<file path="src/rtl/irq_level_pkg.sv">
package irq_level_pkg;
  localparam int unsigned DEF_SW_LO  = 4;
  localparam int unsigned DEF_SW_HI  = 18;
  localparam int unsigned DEF_EXT_LO = 16;
  localparam int unsigned DEF_EXT_HI = 31;
  localparam int unsigned DEF_LVL_W  = 5;

  function automatic int unsigned max_u(input int unsigned a, input int unsigned b);
    return (a > b) ? a : b;
  endfunction
endpackage

</file>
<file path="src/rtl/irq_field_scan.sv">
module irq_field_scan #(
  parameter int unsigned IN_W  = 19,
  parameter int unsigned LO    = 4,
  parameter int unsigned HI    = 18,
  parameter int unsigned BASE  = 1,
  parameter int unsigned LVL_W = 5,
  parameter int unsigned OUT_W = 32
) (
  input  logic [IN_W-1:0]  bits_i,
  output logic [OUT_W-1:0] mask_o,
  output logic [LVL_W-1:0] lvl_o,
  output logic             any_o
);
  logic unused_in;
  assign unused_in = ^bits_i;

  // The field is scanned upward, and the last set bit sets the level.
  always_comb begin
    lvl_o = '0;
    for (int i = LO; i <= HI; i++) begin
      if (bits_i[i]) lvl_o = LVL_W'(i - LO + BASE);
    end
  end

  assign any_o = |bits_i[HI:LO];

  for (genvar g = 0; g < OUT_W; g++) begin : g_mask
    if (g >= LO && g <= HI && g < IN_W) begin : g_in
      assign mask_o[g] = bits_i[g];
    end else begin : g_out
      assign mask_o[g] = 1'b0;
    end
  end

  // a level is produced exactly when some bit of the field is set
  always_comb begin
    a_r1_level_iff_any : assert ((lvl_o != '0) == any_o);
  end
endmodule

</file>
<file path="src/rtl/irq_level_pick.sv">
module irq_level_pick #(
  parameter int unsigned LVL_W  = 5,
  parameter int unsigned EXT_LO = 16
) (
  input  logic             sw_any_i,
  input  logic [LVL_W-1:0] sw_lvl_i,
  input  logic             ext_any_i,
  input  logic [LVL_W-1:0] ext_lvl_i,
  input  logic [LVL_W-1:0] ipl_i,
  output logic [LVL_W-1:0] lvl_o,
  output logic             take_o
);
  // The external scan runs after the software scan, so it wins.
  assign lvl_o  = ext_any_i ? ext_lvl_i : sw_lvl_i;
  assign take_o = (lvl_o != '0) && (lvl_o > ipl_i);

  // when an external line is pending, the level lies in the external range
  always_comb begin
    a_r3_ext_overrides : assert (!ext_any_i || (lvl_o >= LVL_W'(EXT_LO)));
    a_r7_no_take_idle  : assert (sw_any_i || ext_any_i || !take_o);
  end
endmodule

</file>
<file path="src/rtl/irq_trap_capture.sv">
module irq_trap_capture #(
  parameter int unsigned LVL_W = 5,
  parameter int unsigned SUM_W = 32
) (
  input  logic             clk,
  input  logic             rst_n,
  input  logic             take_i,
  input  logic [SUM_W-1:0] sum_i,
  input  logic [LVL_W-1:0] lvl_i,
  output logic             trap_o,
  output logic [SUM_W-1:0] sum_q_o,
  output logic [LVL_W-1:0] lvl_q_o
);
  always_ff @(posedge clk or negedge rst_n) begin
    if (!rst_n) begin
      trap_o  <= 1'b0;
      sum_q_o <= '0;
      lvl_q_o <= '0;
    end else begin
      trap_o <= take_i;
      if (take_i) begin
        sum_q_o <= sum_i;
        lvl_q_o <= lvl_i;
      end
    end
  end
endmodule

</file>
<file path="src/rtl/irq_level_resolver.sv">
module irq_level_resolver #(
  parameter int unsigned SW_LO  = irq_level_pkg::DEF_SW_LO,
  parameter int unsigned SW_HI  = irq_level_pkg::DEF_SW_HI,
  parameter int unsigned EXT_LO = irq_level_pkg::DEF_EXT_LO,
  parameter int unsigned EXT_HI = irq_level_pkg::DEF_EXT_HI,
  parameter int unsigned LVL_W  = irq_level_pkg::DEF_LVL_W
) (
  input  logic                                          clk,
  input  logic                                          rst_n,
  input  logic [SW_HI:0]                                sw_req_i,
  input  logic [EXT_HI:0]                               ext_irq_i,
  input  logic [LVL_W-1:0]                              cur_ipl_i,
  output logic [irq_level_pkg::max_u(SW_HI, EXT_HI):0]  pend_sum_o,
  output logic [LVL_W-1:0]                              pend_lvl_o,
  output logic                                          trap_o,
  output logic [irq_level_pkg::max_u(SW_HI, EXT_HI):0]  sum_reg_o,
  output logic [LVL_W-1:0]                              lvl_reg_o
);
  localparam int unsigned SUM_W = irq_level_pkg::max_u(SW_HI, EXT_HI) + 1;

  logic [SUM_W-1:0] sw_mask, ext_mask;
  logic [LVL_W-1:0] sw_lvl, ext_lvl;
  logic             sw_any, ext_any, take;

  irq_field_scan #(
    .IN_W(SW_HI + 1), .LO(SW_LO), .HI(SW_HI), .BASE(1),
    .LVL_W(LVL_W), .OUT_W(SUM_W)
  ) u_sw_scan (
    .bits_i(sw_req_i), .mask_o(sw_mask), .lvl_o(sw_lvl), .any_o(sw_any)
  );

  irq_field_scan #(
    .IN_W(EXT_HI + 1), .LO(EXT_LO), .HI(EXT_HI), .BASE(EXT_LO),
    .LVL_W(LVL_W), .OUT_W(SUM_W)
  ) u_ext_scan (
    .bits_i(ext_irq_i), .mask_o(ext_mask), .lvl_o(ext_lvl), .any_o(ext_any)
  );

  assign pend_sum_o = sw_mask | ext_mask;

  irq_level_pick #(.LVL_W(LVL_W), .EXT_LO(EXT_LO)) u_pick (
    .sw_any_i(sw_any), .sw_lvl_i(sw_lvl), .ext_any_i(ext_any), .ext_lvl_i(ext_lvl),
    .ipl_i(cur_ipl_i), .lvl_o(pend_lvl_o), .take_o(take)
  );

  irq_trap_capture #(.LVL_W(LVL_W), .SUM_W(SUM_W)) u_cap (
    .clk(clk), .rst_n(rst_n), .take_i(take), .sum_i(pend_sum_o), .lvl_i(pend_lvl_o),
    .trap_o(trap_o), .sum_q_o(sum_reg_o), .lvl_q_o(lvl_reg_o)
  );

  // a trap follows only a pending level above the priority
  a_r6_trap_cause : assert property (@(posedge clk) disable iff (!rst_n)
    trap_o |-> ($past(pend_lvl_o) > $past(cur_ipl_i)));
  // an idle or masked level never produces a trap
  a_r7_no_trap : assert property (@(posedge clk) disable iff (!rst_n)
    ($past(pend_lvl_o) <= $past(cur_ipl_i)) |-> !trap_o);
  // the captured values match the pending values at the trap edge
  a_r8_load : assert property (@(posedge clk) disable iff (!rst_n)
    trap_o |-> (lvl_reg_o == $past(pend_lvl_o)) && (sum_reg_o == $past(pend_sum_o)));
  // without a trap the capture registers hold
  a_r8_hold : assert property (@(posedge clk) disable iff (!rst_n)
    !trap_o |-> $stable(lvl_reg_o) && $stable(sum_reg_o));
endmodule

</file>
<file path="config.mk">
export PLATFORM = sky130hd
export DESIGN_NAME = irq_level_resolver
export DESIGN_NICKNAME = d
export VERILOG_FILES = /design/src/rtl/irq_level_pkg.sv /design/src/rtl/irq_field_scan.sv /design/src/rtl/irq_level_pick.sv /design/src/rtl/irq_trap_capture.sv /design/src/rtl/irq_level_resolver.sv
export SDC_FILE = /design/constraint.sdc
export NUM_CORES = 1
export LEC_CHECK = 0
export ABC_CLOCK_PERIOD_IN_PS = 1700
export BUFFER_PORTS_ARGS = -buffer_cell sky130_fd_sc_hd__buf_2
export CORE_MARGIN = 2
export CORE_UTILIZATION = 40
export CTS_CLUSTER_SIZE = 16
export DETAILED_ROUTE_END_ITERATION = 6
export GPL_ROUTABILITY_DRIVEN = 1
export GPL_TIMING_DRIVEN = 0
export PLACE_DENSITY_LB_ADDON = 0.05
export SETUP_SLACK_MARGIN = 0.2
export SYNTH_ARGS = -nofsm -noshare
export SYNTH_HDL_FRONTEND = slang
export SYNTH_HIERARCHICAL = 1
export SYNTH_SLANG_ARGS = --single-unit
export TNS_END_PERCENT = 50
</file>
<file path="constraint.sdc">
create_clock -name clk -period 1.7 [get_ports clk]
set_clock_uncertainty 0.1 [all_clocks]
set_input_delay 0.17 -clock clk [delete_from_list [all_inputs] [get_ports clk]]
set_output_delay 0.17 -clock clk [all_outputs]
set_load 0.03 [all_outputs]
</file>
==> Word level (Yosys, flattened, before mapping) <==
Index checks and enable logic that the tools add are counted.
{ "word_totals": {"latchBits": 0, "mem_bits_ro": 0, "input_bits": 58, "wordCells": 40, "n_memories": 0, "ram_bits": 0, "ff_bits": 38, "out_inout_bits": 75} }
{ "op_classes": {"eq_ne": 0, "n_reduce_logical": 3, "order_cmp": 1, "muxes": 32, "mul": 0, "addsub": 0, "div_mod_pow": 0, "bitwise": 1, "n_shift": 0} }
{ "op_table": {"columns": ["op", "n"], "rows": [
  ["5-bit 2-to-1 mux", 17],
  ["4-bit 2-to-1 mux", 8],
  ["19-bit by 32-bit bitwise OR with 32-bit output", 1],
  ["16-bit OR reduction", 1],
  ["3-bit 2-to-1 mux", 4],
  ["5-bit greater-than comparator", 1],
  ["5-bit nonzero test", 1],
  ["2-bit 2-to-1 mux", 2],
  ["1-bit logical AND", 1],
  ["1-bit 2-to-1 mux", 1]
]} }

==> Longest topological paths before layout <==
Gate-level depths: netlist of the first run.
{ "depth": {"word_depth": 19, "mapped_depth": 13, "depth_no_buf": 10} }

==> Cells and area by module <==
The synthesis of the first run kept the hierarchy.
{ "modules_own_cells": {"columns": ["module", "area_each_um2", "n_inst", "cells_each", "seq_area_each_um2"], "rows": [
  ["irq_trap_capture", 1551.5, 1, 79, 950.9],
  ["irq_field_scan at u_sw_scan", 411.6, 1, 63, 0.0],
  ["irq_field_scan at u_ext_scan", 410.4, 1, 61, 0.0],
  ["irq_level_pick", 224.0, 1, 29, 0.0],
  ["irq_level_resolver", 200.2, 1, 32, 0.0]
]} }

==> Worst setup path after synthesis of the first run <==
Ideal clock, no wire load.
{ "synth_path": {"kind": "input port to flip-flop", "from": "input ext_irq_i[28]", "to": "register u_cap.sum_q_o[0]", "setup_ps": 125, "path_buffers": 3, "setup_slack_ps": -1263, "required_ps": 1475, "arrival_time_ps": 2737, "stages": 13, "cell_sequence": "nor4_1 nand2_1 nand4b_1 buf_4 mux2_2 ha_1 nand3_1 a21oi_1 a211oi_1 nor3_1 buf_6 buf_12 mux2_4"} }
{ "synth_via": {"elab_chain_cells": 7, "elab_cells_between_ends": 9, "cone_classes": "1 x order compare; 5 x mux; 3 x reduce/logical"} }
{ "synth_lines": {"columns": ["element", "line_no", "text"], "rows": [
  ["start: declaration", "irq_level_resolver.sv:11", "input logic [EXT_HI:0] ext_irq_i,"],
  ["5-bit 2-to-1 mux (*) (4 in a row)", "irq_field_scan.sv:21", "if (bits_i[i]) lvl_o = LVL_W'(i - LO + BASE);"],
  ["via ext_lvl[3]", "irq_level_resolver.sv:22", "logic [LVL_W-1:0] sw_lvl, ext_lvl;"],
  ["5-bit 2-to-1 mux (*)", "irq_level_pick.sv:14", "assign lvl_o = ext_any_i ? ext_lvl_i : sw_lvl_i;"],
  ["5-bit greater-than comparator or 5-bit nonzero test (tied branches)", "irq_level_pick.sv:15", "assign take_o = (lvl_o != '0) && (lvl_o > ipl_i);"],
  ["1-bit logical AND (*)", "irq_level_pick.sv:15", null],
  ["via take", "irq_level_resolver.sv:23", "logic sw_any, ext_any, take;"],
  ["end signal: assignment", "irq_trap_capture.sv:22", "sum_q_o <= sum_i;"],
  ["end: declaration", "irq_trap_capture.sv:11", "output logic [SUM_W-1:0] sum_q_o,"]
]} }
The timed path passes the listed nets; every way through them passes the cells marked *.
A chain may end at the register's enable or synchronous reset.

==> Final worst setup path of the first run <==
{ "layout_path": {"from": "input ext_irq_i[29]", "to": "register u_cap.sum_q_o[24]"} }
{ "layout_via": {"elab_chain_cells": 6, "elab_cells_between_ends": 8, "cone_classes": "1 x order compare; 4 x mux; 3 x reduce/logical"} }
{ "layout_lines": {"columns": ["element", "line_no"], "rows": [
  ["5-bit 2-to-1 mux (*) (3 in a row)", "irq_field_scan.sv:21"],
  ["via ext_lvl[3]", "irq_level_resolver.sv:22"],
  ["5-bit 2-to-1 mux (*)", "irq_level_pick.sv:14"],
  ["5-bit greater-than comparator or 5-bit nonzero test (tied branches)", "irq_level_pick.sv:15"],
  ["1-bit logical AND (*)", "irq_level_pick.sv:15"],
  ["via take", "irq_level_resolver.sv:23"]
]} }
Marked as above.

==> summary.md, run 1 <==
| Metric | Value |
|---|---|
| Status | `finished with violations` |
| Violated checks | `setup timing` |
| Number of core rows | `30` |
| Part of the power in combinational logic | `37.9%` |
| Reg2Reg Setup Slack | `a little over 0.8 ns` |
| Met1 Wirelength | `around 2.7 mm` |
| Wire per inst | `between 10 and 15 um` |
| Final core occ | `about three fifths` |
| Die Area | `0.00765 sq mm` |
| Maximum number of pins on one net before global-route repair | `39` |
| Worst setup EP type | `register` |
| Top Metal Used | `met4` |
| Detailed route wirelength on metal2 | `slightly above 3 mm` |
| Reg clk slew, reported paths | `about 0.08 ns` |
| Crit path launch | `ext_irq_i[29]` |
| Global-route wire length before repair | `between 10 and 15 mm` |
| Sum of met3 wire segment lengths after detailed routing | `~330 um` |
| CTS tree | `built` |
| Ordered list of cells on the worst path | `buf_8 -> nor4_4 -> nand2_1 -> nand4b_1 -> buf_6 -> mux2_4 -> ha_4 -> a21o_1 -> a211oi_2 -> nor3_2 -> buf_6 -> buf_12 -> clkbuf_16 -> mux2_4` |
| Fin nets | `about 490` |
| Biggest fanout along the worst timing path | `6` |
| Capture point of the worst reg-to-reg path | `u_cap/sum_q_o[5]$_DFFE_PN0P_` |
| Total leakage power | `between 2 and 2.5 nW` |
| Max-slew violation count | `0` |
| Wire length reported by the detailed router | `6.21 mm` |
| Power per standard cell area | `slightly above 700 mW/mm^2` |
| First-pass iteration count of the detailed router | `3` |
| Post-synthesis instance area | `around 0.0028 sq mm` |
| Routed Antenna Nets | `0` |
| IR Drop Worst-Case VDD | `~0.44 mV` |
| Core region area | `slightly below 0.007 sq mm` |
| Worst path arrival time | `approximately 2.8 ns` |
| Cell family with the largest share of critical-path delay | `buffers and inverters` |
| Count of input and output buffers | `108` |
| Total congestion overflow | `0` |
| Syn Inst Count | `approximately 260` |
| Horizontal extent of the die | `87.5 um` |
| Setup CP Type | `in2reg` |
| Total internal power | `between 1.5 and 2 mW` |
| Longest individual stage delay on the worst path | `0.32 ns` |
| DRC violation count after routing | `0` |
| Final hold vios | `0` |
| Fraction of final layout cells sized beyond drive strength 1 | `between 60 and 70%` |
| Net switching power | `approximately 960 uW` |
| Slew headroom | `40.1%` |
| Total power of the final layout | `between 2 and 3 mW` |
| Post-Place Setup Slack | `-1.53 ns` |
| Type of origin of the critical path | `input pin` |
| Post-route minimum period | `approximately 2.7 ns` |
| Worst setup slack after layout | `-0.996 ns` |
| Combined global-route utilization of all metal layers | `16.9%` |
| Cell at the root of the clock tree | `clkbuf_8` |
| Vias per inst | `around 4.3` |
| Area Growth Syn to Fin | `48.7%` |
| Final instance area | `slightly above 0.004 sq mm` |
| Mean instance size in the synthesized netlist | `roughly 11 sq um` |
| Instance area at placement | `around 0.0037 sq mm` |
| Cts bufs inserted | `5` |
| DP HPWL | `~4.6 mm` |
| Hold path endpoint | `u_cap/sum_q_o[27]$_DFFE_PN0P_` |
| Maximum operating frequency | `roughly 370 MHz` |
| Initial core utilization | `between 40 and 50%` |
| Antenna diode instance count | `0` |
| Net Sw Frac | `about 33%` |
| Maximum buffer depth of the clock tree | `2` |
| Top-Level Pins | `between 100 and 150` |
| Cell count of the worst hold path | `4` |
| Number of DRC markers in iteration 0 | `26` |
| Final setup violating endpoints | `43` |
| Period utilisation layout | `159%` |
| Vias | `~2200` |
| MaxCap Viol Count | `0` |
| Sequential fraction of design power | `approximately 36%` |
| Worst skew pair latency | `slightly below 0.3 ns` |
| Slew at the pin closest to its max-slew limit | `roughly 0.90 ns` |
| Clk pwr share | `roughly a quarter` |
| Sinks on the clock net | `38` |
| Last weighted congestion value of the routability-driven placer | `between 0.7 and 0.8` |
| Critical path buffers and inverters | `5` |
| Worst hold path type | `in2reg` |
| Cell with the largest stage delay on the worst path | `mux2_4` |
| Source of the worst register-to-register timing path | `u_cap/sum_q_o[5]$_DFFE_PN0P_` |
| Count of H-tree levels built during CTS | `2` |
| Length in cells of the worst reg-to-reg path | `1` |
| Die extent in y | `between 80 and 90 um` |
| Worst hold start | `ext_irq_i[27]` |
| Initial antenna violation count | `0` |
| RSZ-0062 raised after global routing | `yes` |
| Via count of the first global-routing pass | `~2100` |
| Warning count from the yosys run | `6` |
| Required time at the worst-slack endpoint | `between 1.5 and 2 ns` |
==> routing by layer <==
metal	track usage, %	vias to the layer above
met4	5.03	0
met1	20.9	1014
met5	0	-
met2	28.8	60
li1	-	1124
met3	4.17	4
==> worst max-delay path by stage <==
| stage | end | slack (ns) | depth (start not counted) |
|---|---|---|---|
| after floorplan | u_cap/sum_q_o[0]$_DFFE_PN0P_ | -1.19 | 13 |
| after global placement | u_cap/sum_q_o[14]$_DFFE_PN0P_ | -1.52 | 14 |
| after detailed placement | u_cap/sum_q_o[19]$_DFFE_PN0P_ | -1.53 | 14 |
| after CTS | u_cap/sum_q_o[22]$_DFFE_PN0P_ | -0.98 | 14 |
| after global routing | u_cap/lvl_q_o[1]$_DFFE_PN0P_ | -1.13 | 15 |
| final | u_cap/sum_q_o[24]$_DFFE_PN0P_ | -1.0 | 14 |
==> power groups by stage <==
stage / logic, mW / registers (mW) / clock network, mW
after floorplan: 0.520 / 1.23 / 0
after global placement: 0.970 / 1.05 / 0
after detailed placement: 0.978 / 1.05 / 0
after CTS: 1.08 / 1.04 / 0.803
after global routing: 1.19 / 1.05 / 0.835
final: 1.11 / 1.04 / 0.774
==> state kept, by name (all words and copies together) (netlist names) <==
signal,flops
u_cap/sum_q_o,32
u_cap/lvl_q_o,5
u_cap/trap_o,1
==> cells in the final DEF (no fill, tap or decap), types with 5 or more instances in the layout <==
cell,instances
buf_12,7
buf_4,74
dfrtp_1,38
buf_2,98
clkbuf_8,5
conb_1,34
nand2b_1,5
buf_6,12
inv_1,8
or2_1,32
mux2_4,37
nor2_1,16
nand2_1,6
==> stage by stage <==
step | hold WS (ns) | std cells | TNS [ns]
floorplan | -0.226 | 294 | -43.70
global placement | 0.255 | 482 | -56.89
detailed placement | 0.263 | 482 | -57.45
CTS | 0.213 | 505 | -36.74
global route | 0.242 | 509 | -42.41
finish | 0.218 | 509 | -37.09
==> area by class of cell <==
type / count / area, sq um
Multi-Input combinational cell: 178 / 1510
Buffer: 70 / 571
Sequential cell: 38 / 951
Timing Repair Buffer: 127 / 871
Fill cell: 579 / 2610
Clock buffer: 5 / 68.8
Tap cell: 80 / 100
Clock inverter: 3 / 40.0
Inverter: 8 / 30.0
==> what timing repair did <==
| item | CTS | global route |
|---|---|---|
| endpoints found under the setup margin | 43 | 43 |
| hold buffers | 1 | 0 |
| endpoints found under the hold margin | 38 | 0 |
| gates cloned | 2 | 1 |
| pin swaps | 5 | 0 |
| buffers inserted | 12 | 3 |
| resized for setup | 27 | 9 |
No activity file was read; power rests on OpenSTA's default activity.
==> run 2: changes to the inputs <==
==> constraint.sdc (replaced) <==
create_clock -name clk -period 1.7 [get_ports clk]
set_clock_uncertainty 0.1 [all_clocks]
set_input_delay 0.34 -clock clk [delete_from_list [all_inputs] [get_ports clk]]
set_output_delay 0.34 -clock clk [all_outputs]
set_load 0.03 [all_outputs]
==> run 2 against run 1 <==
The flow still finishes with violations (setup timing); clock power is essentially flat; highest routed layer unchanged; largest power group unchanged; critical endpoint unchanged; power hardly changed; global-route usage rose by 0.059 points.
==> summary.md, run 2 (synthesized netlist as in run 1, its figures left out) <==
| Metric | Value |
|---|---|
| Status | `finished with violations (unchanged)` |
| Violated checks | `setup timing (unchanged)` |
| Max-slew violation count | `0 (unchanged)` |
| Worst setup EP type | `register (unchanged)` |
| Combined global-route utilization of all metal layers | `16.9% (about the same)` |
| Final hold vios | `0 (unchanged)` |
| First-pass iteration count of the detailed router | `4 (was 3)` |
| Cell family with the largest share of critical-path delay | `buffers and inverters (unchanged)` |
| Post-route minimum period | `2.87 ns (was 2.70 ns)` |
| Cell with the largest stage delay on the worst path | `mux2_4 (unchanged)` |
| Top-Level Pins | `133 (unchanged)` |
| Core region area | `0.00676 sq mm (unchanged)` |
| Final core occ | `61.3% (about the same)` |
| CTS tree | `built (unchanged)` |
| Area Growth Syn to Fin | `48.6% (was 48.7%)` |
| Total power of the final layout | `2.92 mW (about the same)` |
| MaxCap Viol Count | `0 (unchanged)` |
| Die Area | `0.00765 sq mm (unchanged)` |
| Length in cells of the worst reg-to-reg path | `1 (unchanged)` |
| Most common library cell in the layout ignoring fill and taps | `buf_2 (unchanged)` |
| Reg2Reg Setup Slack | `0.83 ns (about the same)` |
| Slew headroom | `39.9% (was 40.1%)` |
| Die extent in y | `87.5 um (unchanged)` |
| Total congestion overflow | `0 (unchanged)` |
| Initial antenna violation count | `0 (unchanged)` |
| Horizontal extent of the die | `87.5 um (unchanged)` |
| Reg clk slew, reported paths | `0.08 ns (about the same)` |
| Highest-count cells in the layout ignoring fill and taps | `buf_2 (96), buf_4 (75), dfrtp_1 (38), mux2_4 (37), conb_1 (34) (was buf_2 (98), buf_4 (74), dfrtp_1 (38), mux2_4 (37), conb_1 (34))` |
| Longest individual stage delay on the worst path | `0.32 ns (about the same)` |
| Period utilisation layout | `169% (was 159%)` |
| DRC violation count after routing | `0 (unchanged)` |
| Cts bufs inserted | `5 (unchanged)` |
| DP HPWL | `4.62 mm (unchanged)` |
| Vias per inst | `4.33 (about the same)` |
| Filler cell count in the final layout | `581 (was 579)` |
| Sequential standard cell area | `951 sq um (unchanged)` |
| Antenna diode instance count | `0 (unchanged)` |
| Worst skew pair latency | `0.29 ns (about the same)` |
| Biggest fanout along the worst timing path | `6 (unchanged)` |
| Maximum buffer depth of the clock tree | `2 (unchanged)` |
| Ordered list of cells on the worst path | `buf_8 -> nor4_4 -> nand2_1 -> nand4b_1 -> buf_6 -> mux2_4 -> ha_4 -> a21o_1 -> a211oi_2 -> nor3_2 -> buf_6 -> buf_12 -> clkbuf_16 -> mux2_4 (unchanged)` |
| Register name with the most flops | `u_cap/sum_q_o (unchanged)` |
| Total leakage power | `2.06 nW (about the same)` |
| Maximum operating frequency | `349 MHz (was 371 MHz)` |
| Instance area at placement | `0.00365 sq mm (unchanged)` |
| Capture point of the worst reg-to-reg path | `u_cap/sum_q_o[5]$_DFFE_PN0P_ (unchanged)` |
| Required time at the worst-slack endpoint | `1.78 ns (about the same)` |
| Last weighted congestion value of the routability-driven placer | `0.764 (unchanged)` |
| Setup CP Type | `in2reg (unchanged)` |
| Final instance area | `0.00414 sq mm (about the same)` |
| Area occupied by multi-input gates | `0.00151 sq mm (unchanged)` |
| Post-Place Setup Slack | `-1.70 ns (was -1.53 ns)` |
| Initial core utilization | `41.2% (unchanged)` |
| Global-route wire length before repair | `10.1 mm (was 10.0 mm)` |
| Final setup violating endpoints | `43 (unchanged)` |
| Vias | `2199 (was 2202)` |
| Routed Antenna Nets | `0 (unchanged)` |
| Via count of the first global-routing pass | `2144 (unchanged)` |
| Number of core rows | `30 (unchanged)` |
| Fin nets | `490 (was 491)` |
| Worst hold path type | `in2async (was in2reg)` |
| Minimum hold slack | `0.0570 ns (was 0.218 ns)` |
| Slew at the pin closest to its max-slew limit | `0.901 ns (was 0.898 ns)` |
| Top flop regs | `u_cap/sum_q_o (32), u_cap/lvl_q_o (5), u_cap/trap_o (1) (unchanged)` |
| Fraction of final layout cells sized beyond drive strength 1 | `60.5% (was 60.4%)` |
| Wire length reported by the detailed router | `6.23 mm (was 6.21 mm)` |
| Power per standard cell area | `705 mW/mm^2 (was 704 mW/mm^2)` |
| Count of input and output buffers | `108 (unchanged)` |
| Count of hold buffers inserted by post-cts repair | `0 (was 1)` |
| Cell at the root of the clock tree | `clkbuf_8 (unchanged)` |
| RSZ-0062 raised after global routing | `yes (unchanged)` |
| Worst setup slack after layout | `-1.17 ns (was -0.996 ns)` |
| Count of H-tree levels built during CTS | `2 (unchanged)` |
| Type of origin of the critical path | `input pin (unchanged)` |
| Worst path arrival time | `2.95 ns (was 2.78 ns)` |
| IR Drop Worst-Case VDD | `0.438 mV (about the same)` |
| Max FFs per register | `32 (unchanged)` |
| Wire per inst | `12.3 um (was 12.2 um)` |
| Number of DRC markers in iteration 0 | `26 (unchanged)` |
| Sinks on the clock net | `38 (unchanged)` |
| Maximum number of pins on one net before global-route repair | `39 (unchanged)` |
| Source of the worst register-to-register timing path | `u_cap/sum_q_o[5]$_DFFE_PN0P_ (unchanged)` |
| Critical path buffers and inverters | `5 (unchanged)` |
[run 2: worst max path at each step]
stage                       start                            end  slack (ns)  cells past startpoint
finish              ext_irq_i[29]  u_cap/sum_q_o[24]$_DFFE_PN0P_       -1.17                     14
global route        ext_irq_i[27]   u_cap/lvl_q_o[1]$_DFFE_PN0P_       -1.30                     15
CTS                 ext_irq_i[29]  u_cap/sum_q_o[22]$_DFFE_PN0P_       -1.15                     14
detailed placement  ext_irq_i[29]  u_cap/sum_q_o[19]$_DFFE_PN0P_       -1.70                     14
global placement    ext_irq_i[29]  u_cap/sum_q_o[14]$_DFFE_PN0P_       -1.69                     14
floorplan           ext_irq_i[29]   u_cap/sum_q_o[0]$_DFFE_PN0P_       -1.36                     13
[run 2: repair_timing]
| item | CTS | global route |
|---|---|---|
| resized for setup | 29 | 11 |
| setup buffers | 12 | 3 |
| gates cloned | 2 | 1 |
| endpoints found under the setup margin | 43 | 45 |
| endpoints found under the hold margin | 0 | 0 |
| pin swaps | 6 | 0 |
[run 2: area by class of cell]
class / instances / share of cell area (%)
Inverter: 8 / 0.725
Timing Repair Buffer: 126 / 21.0
Clock buffer: 5 / 1.66
Clock inverter: 3 / 0.967
Multi-Input combinational cell: 178 / 36.5
Buffer: 70 / 13.8
Tap cell: 80 / 2.42
Sequential cell: 38 / 23.0
[run 2: through the flow]
stage	setup TNS [ns]	std cells
after floorplan	-50.99	294
after global placement	-65.05	482
after detailed placement	-65.61	482
after CTS	-44.90	504
after global routing	-50.57	508
final	-45.25	508
[run 2: per-layer routing]
layer / vias up / track usage, % / share of wire, %
li1: 1122 / - / -
met1: 1013 / 20.9 / 43
met2: 60 / 29.0 / 50
met3: 4 / 4.17 / 5.4
met4: 0 / 5.03 / 1.0
met5: - / 0 / 0
[run 2: where the power goes]
part | total [mW] | switching (mW) | internal, mW
Sequential | 1.04 | 0.0447 | 0.992
Clock | 0.775 | 0.342 | 0.432
Combinational | 1.11 | 0.571 | 0.536
Total | 2.92 | 0.958 | 1.96
